[src/rtl/gf2m_fermat_inv.sv]
module gf2m_fermat_inv #(
  parameter int M = 163,
  parameter logic [M-1:0] PLOW = {{(M-8){1'b0}}, 8'hC9}
) (
  input  logic         clk,
  input  logic         rst_n,
  input  logic         start,
  input  logic [M-1:0] din,
  output logic [M-1:0] dout,
  output logic         busy,
  output logic         done
);
  localparam int EW = $clog2(M);
  localparam int IW = $clog2(EW) + 1;
  localparam int CW = $clog2(M);
  localparam logic [EW-1:0] EXP = EW'(M - 1);

  typedef enum logic [1:0] {S_IDLE, S_SQ, S_MUL, S_FIN} st_t;
  st_t st;

  logic [M-1:0]  ar, b, t, acc, nacc, opnd;
  logic [EW-1:0] k, cnt, knext;
  logic [IW-1:0] idx;
  logic [CW-1:0] mc;
  logic          inc;

  function automatic logic [M-1:0] sq(input logic [M-1:0] x);
    logic [2*M-2:0] v;
    v = '0;
    for (int i = 0; i < M; i++) v[2*i] = x[i];
    for (int i = 2*M-2; i >= M; i--)
      if (v[i]) begin
        v[i] = 1'b0;
        v[i-M +: M] = v[i-M +: M] ^ PLOW;
      end
    return v[M-1:0];
  endfunction

  function automatic logic [M-1:0] xt(input logic [M-1:0] x);
    return {x[M-2:0], 1'b0} ^ (x[M-1] ? PLOW : '0);
  endfunction

  assign opnd  = inc ? ar : t;
  assign nacc  = xt(acc) ^ (b[M-1] ? opnd : '0);
  assign knext = inc ? k + 1'b1 : {k[EW-2:0], 1'b0};
  assign busy  = (st != S_IDLE);
  assign dout  = b;

  always_ff @(posedge clk or negedge rst_n) begin
    if (!rst_n) begin
      st <= S_IDLE; ar <= '0; b <= '0; t <= '0; acc <= '0;
      k <= '0; cnt <= '0; idx <= '0; mc <= '0; inc <= 1'b0; done <= 1'b0;
    end else begin
      done <= 1'b0;
      case (st)
        S_IDLE:
          if (start) begin
            ar <= din; b <= din; t <= din;
            k <= EW'(1); cnt <= EW'(1); idx <= IW'(EW - 2); inc <= 1'b0;
            st <= S_SQ;
          end
        S_SQ: begin
          b <= sq(b);
          if (cnt == EW'(1)) begin
            acc <= '0;
            mc  <= CW'(M - 1);
            st  <= S_MUL;
          end else cnt <= cnt - 1'b1;
        end
        S_MUL: begin
          acc <= nacc;
          b   <= {b[M-2:0], 1'b0};
          mc  <= mc - 1'b1;
          if (mc == '0) begin
            b <= nacc;
            k <= knext;
            if (!inc && EXP[idx]) begin
              inc <= 1'b1; cnt <= EW'(1); st <= S_SQ;
            end else if (idx == '0) begin
              st <= S_FIN;
            end else begin
              idx <= idx - 1'b1; inc <= 1'b0; t <= nacc; cnt <= knext; st <= S_SQ;
            end
          end
        end
        S_FIN: begin
          b <= sq(b);
          done <= 1'b1;
          st <= S_IDLE;
        end
        default: st <= S_IDLE;
      endcase
    end
  end
endmodule

[config.mk]
export PLATFORM = sky130hd
export DESIGN_NAME = gf2m_fermat_inv
export DESIGN_NICKNAME = d
export VERILOG_FILES = /design/src/rtl/gf2m_fermat_inv.sv
export SDC_FILE = /design/constraint.sdc
export NUM_CORES = 2
export LEC_CHECK = 0
export CAP_MARGIN = 20
export CORE_MARGIN = 2
export CORE_UTILIZATION = 50
export CTS_BUF_LIST = sky130_fd_sc_hd__clkbuf_16
export DETAILED_ROUTE_END_ITERATION = 16
export DONT_BUFFER_PORTS = 1
export GPL_TIMING_DRIVEN = 0
export PLACE_DENSITY_LB_ADDON = 0.2
export SLEW_MARGIN = 20
export SYNTH_ARGS = -nofsm -noshare
export SYNTH_HDL_FRONTEND = slang
export SYNTH_SLANG_ARGS = --single-unit
[constraint.sdc]
create_clock -name clk -period 5.9 [get_ports clk]
set_clock_uncertainty 0.15 [all_clocks]
set_input_delay 1.18 -clock clk [delete_from_list [all_inputs] [get_ports clk]]
set_output_delay 1.18 -clock clk [all_outputs]
set_load 0.01 [all_outputs]
=== After elaboration in Yosys (flattened, before gate mapping) ===
Memories as Yosys holds them, arrays and structs flattened.
Cells that the tools add are included.

* $add $sub $neg: 4
* Order comparisons: 1
* Equality and inequality tests: 13
* Muxes and demuxes: 686
* Bitwise operators: 325
* Reductions and logical operators: 17

{| class="wikitable"
|+ Operators by type and width
! operator !! count
|-
| $mux 163 || 330
|-
| $mux 8 || 332
|-
| $not 4->4 || 323
|-
| $pmux 163 s2 || 2
|-
| $pmux 163 s4 || 1
|-
| $xor 163x163->163 || 1
|-
| $xor 163x8->163 || 1
|-
| $pmux 8 s2 || 2
|-
| $pmux 8 s3 || 1
|-
| $mux 4 || 4
|-
| $sub 8x1->8 const B || 2
|-
| $ne 2x2->1 const B || 7
|-
| $mux 2 || 5
|-
| $reduce_and 5->1 || 2
|-
| $reduce_and 3->1 || 3
|-
| $add 8x1->8 const B || 1
|-
| $eq 8x1->1 const B || 1
|-
| $logic_not 8->1 || 1
|-
| $pmux 2 s4 || 1
|-
| $pmux 4 s2 || 1
|-
| $mux 1 || 6
|-
| $reduce_bool 2->1 || 3
|-
| $eq 2x2->1 const B || 2
|-
| $logic_not 4->1 || 1
|-
| 12 further kinds || 13
|}

* Bits in registers: 684
* ROM bits: 8
* Input bits: 166
* Output and inout port bits: 165
* Logic and storage cells: 1059
* Memories: 1

{| class="wikitable"
|+ Memories
! memory !! words !! width !! read ports !! clocked after memory_dff !! write ports !! RTL line !! text
|-
| (name not given) || 8 || 1 || 1 || 0 || 0 || 77 || <nowiki>if (!inc && EXP[idx]) begin</nowiki>
|}

=== Longest topological paths before layout ===
* Depth in word-level cells: 486
* Gate-level depth with buffers: 10
* Gate-level depth less buffers: 7

=== Worst setup path before layout ===
No wires, ideal clock.

* Path kind: input to register
* From: input start
* To: register t[13]
* Library setup time: 126 ps
* Arrival: 2516 ps
* Required time: 5624 ps
* Slack: 3108 ps
* Cell stages on the path: 7
* Buffers on the path: 4
* Cells stage by stage: clkbuf_1 -> nor2b_1 -> clkbuf_1 -> clkbuf_1 -> buf_1 -> nor3_1 -> a221o_1

* Longest elaborated chain between the ends: 2

{| class="wikitable"
|+ RTL lines
! element !! RTL line !! text
|-
| start, declared || 7 || <nowiki>input logic start,</nowiki>
|-
| $ne 2x2->1 (no line) || - ||
|-
| $reduce_and 5->1 (no line) || - ||
|-
| end signal, assigned || 58 || <nowiki>ar <= din; b <= din; t <= din;</nowiki>
|-
| end, declared || 21 || <nowiki>logic [M-1:0] ar, b, t, acc, nacc, opnd;</nowiki>
|}

Every way passes these cells.
A chain may end at the register's enable or synchronous reset.

=== Worst setup path in the final report ===
* From: register st[0]
* To: output busy

* Longest elaborated chain between the ends: 1

{| class="wikitable"
|+ RTL lines
! element !! RTL line !! text
|-
| start, declared || 19 || <nowiki>st_t st;</nowiki>
|-
| start signal, assigned || 51 || <nowiki>st <= S_IDLE; ar <= '0; b <= '0; t <= '0; acc <= '0;</nowiki>
|-
| start signal, assigned || 60 || <nowiki>st <= S_SQ;</nowiki>
|-
| start signal, assigned || 67 || <nowiki>st <= S_MUL;</nowiki>
|-
| $reduce_bool 2->1 || 46 || <nowiki>assign busy = (st != S_IDLE);</nowiki>
|-
| end, declared || 10 || <nowiki>output logic busy,</nowiki>
|}

Every way passes these cells.

==> key figures <==
Status
  • Status: complete, but fails checks
  • Failing checks: slew limit

STA
  • RSZ-0062 raised after global routing: false
  • Worst hold slack: 108 ps
  • Post-route setup TNS: 0 ps
  • Maximum clock rate: 0.218 GHz
  • Tmin final: 4590 ps
  • Final setup fails: 0
  • Fin. max-slew vios: 421
  • Fin. Hold Viols: 0
  • Worst rel slew slack: -154%
  • Worst-margin pin slew: 3800 ps
  • Final Cycle Share: 77.7%

Clocking
  • Clk sinks: 684
  • Number of buffers on the longest clock path: 3
  • Hold buffer count at CTS: 0
  • CTS resizes: 0
  • Post-CTS setup buffer count: 0
  • CTS clk-pin slew, worst paths: 60 ps
  • CTS tree: yes
  • CTS HTree Levels: 3
  • Clock Tree Root: clkbuf_16
  • Number of CTS-inserted buffers: 80
  • Clock Latency Late Sink: 650 ps

Pwr
  • Pwr dens: 649 nW/um^2
  • Leakage: 0.0171 uW
  • Worst-case vdd ir drop: 0.354 mV

Worst setup path
  • Worst setup EP type: output port
  • Worst path required time: 4570 ps
  • CP arrival: 3260 ps
  • Reg2Reg Setup Slack: 1710 ps
  • Startpoint Class: flop
  • Crit-path max FO: 10
  • CP Class: reg -> out

Die
  • Die width: 281 um
  • Core Footprint: 75,900 um^2
  • Die area: 79,000 um^2
  • Die height: 281 um
  • Row cnt: 101
  • Ports: 331
  • Initial Utilization: 50.5%

Global route
  • Initial antenna violation count: 6
  • First-pass GRT wire length: 222 mm
  • GR Util All Layers: 38.4%
  • Gr ovfl total: 0
  • Vias in the first global route: 31.9k
  • Largest net degree at the start of global routing: 685

Logic synthesis
  • Yosys warnings: 0
  • Top cells by instance count after synthesis: dfrtp_1, o21ai_0, nand2_1
  • Syn nets: 3,995
  • Mapped Cells: 3,819
  • Area leader, netlist: dfrtp_1
  • Mapped Area: 38,400 um^2
  • Top-count cell post-synth: dfrtp_1
  • Seq cells post-synth: 684
  • Syn_area_per_cell: 10.1 um^2
  • Yosys top cell area share: 44.6%
  • Sequential share of the synthesized area: 44.6%
  • Top_reg_cell synth: dfrtp_1
  • Main area contributors after synthesis: dfrtp_1, mux2_2, o21ai_0, mux2i_1, a221o_1
  • Number of distinct library cells after synthesis: 53
  • Share of flip-flops with an asynchronous set or reset: 100%
  • Post-synth EDFFs: 0

Routing
  • Drc violations: 0
  • Drt initial violations: 3,792
  • Total Routed Length: 153 mm
  • Routed length per instance: 30.6 um
  • Drt pass-1 iters: 6
  • DRT antenna net count: 0
  • Via/cell ratio: 6.56
  • Vias: 32.8k

Run
  • Max Cap Violations: 0

Cells and area
  • Area Growth Syn to Fin: 10.4%
  • Net count, final: 4,079
  • Design Area, Final: 42,400 um^2
  • Fillers: 6,784
  • Proportion of layout cells with a drive suffix above 1: 12.6%

Placed design
  • Buffers added on ports: 0
  • Post-DP HPWL: 112 mm
  • Placed cell areas: 39,700 um^2
  • Gp weighted congestion: 1.01

Hold path
  • Worst hold path type: in -> async
==> state kept, by name, summed over array words and instances, names as in the netlist <==
signal / cells
acc: 163
ar: 163
cnt: 8
done: 1
dout: 163
idx: 4
inc: 1
k: 8
mc: 8
st: 2
t: 163
==> logic make-up after synthesis <==
group                    count (synthesis)  synth area share [%]
AO/OA/AOI/OAI                         1053                  18.7
buffers and inverters                  407                  4.12
XOR/XNOR                               262                  5.98
multiplexers                           496                  14.0
AND/OR/NAND/NOR                        907                  12.3
adder cells (fa/ha/maj)                 10                 0.326
flip-flops                             684                  44.6
==> cell usage in the layout (no fill, tap or decap), types with 4 or more instances in the layout <==
cell,synthesis,layout
clkinvlp_4,0,5
mux2i_1,174,174
or2_2,4,4
xor2_1,86,86
nor4_1,4,4
bufinv_16,0,9
and2_1,155,155
diode_2,0,4
nor2b_1,7,7
clkinv_1,1,22
buf_2,44,45
nand3_1,9,9
a21boi_0,157,157
clkinv_2,0,8
clkbuf_2,0,9
nor2_1,28,27
mux2_2,322,322
nor3_1,164,164
dfrtp_1,684,684
buf_1,29,28
a21oi_1,21,20
a21o_1,5,5
a221o_1,157,157
o221ai_1,162,162
clkbuf_1,317,308
o211ai_1,4,4
a32o_1,5,5
nand2b_1,4,4
nand2_1,358,358
o21ai_0,518,518
ha_1,10,10
inv_1,16,31
a31oi_1,6,6
nor3b_1,159,159
xnor2_1,176,176
clkbuf_16,0,84
==> area by class of cell <==
type | count | area [um^2] | share of cell area, %
plain buffers | 390 | 1530 | 3.62
multi-input cells | 2728 | 19700 | 46.5
flip-flops and latches | 684 | 17100 | 40.4
well taps | 1030 | 1290 | 3.04
inverters | 17 | 63.8 | 0.151
clock inverters | 62 | 533 | 1.26
repair buffers | 2 | 22.5 | 0.0532
diodes | 4 | 10.0 | 0.0236
clock buffers | 84 | 2100 | 4.96
==> where the power goes <==
part	internal [uW]	switching, uW	leakage, uW
sequential	6690	2290	0.00867
combinational	5290	8110	0.00712
clock	2960	2130	0.00133
==> worst max-delay path, stage by stage, from the launching register on <==
cell and delay [ps]:
dfrtp_1 420, inv_1 100, ha_1 200, clkbuf_1 220
clkinv_1 250, clkbuf_1 720, clkbuf_1 690
==> layer usage <==
| metal | track usage (%) | part of all wire [%] | up-vias |
|---|---|---|---|
| met4 | 23.3 | 7.1 | 2 |
| met2 | 55.0 | 42 | 1862 |
| met3 | 13.5 | 12 | 428 |
| met1 | 49.6 | 39 | 16500 |
| met5 | 0 | 0.0085 | - |
| li1 | - | - | 14100 |
==> through the flow <==
stage,setup slack (ps),util [%],total power (uW),instances
final,1310,55.8,27500,5001
after global routing,1320,55.8,28700,4997
after CTS,1450,55.7,27000,4996
after detailed placement,1390,52.3,21900,4850
after global placement,1240,52.2,21700,4849
after floorplan,3110,-,17200,3819
==> final timing paths <==
kind                              start  cells past startpoint       end
worst max register to register    st[0]                      8    t[154]
worst min-delay path              rst_n                      0   ar[153]
max in group asynchronous         rst_n                      0  acc[112]
worst max-delay path              st[0]                      6      busy
worst min register to register  ar[129]                      1   ar[129]
min in group clk                ar[129]                      1   ar[129]
(Power assumes the default switching activity.)
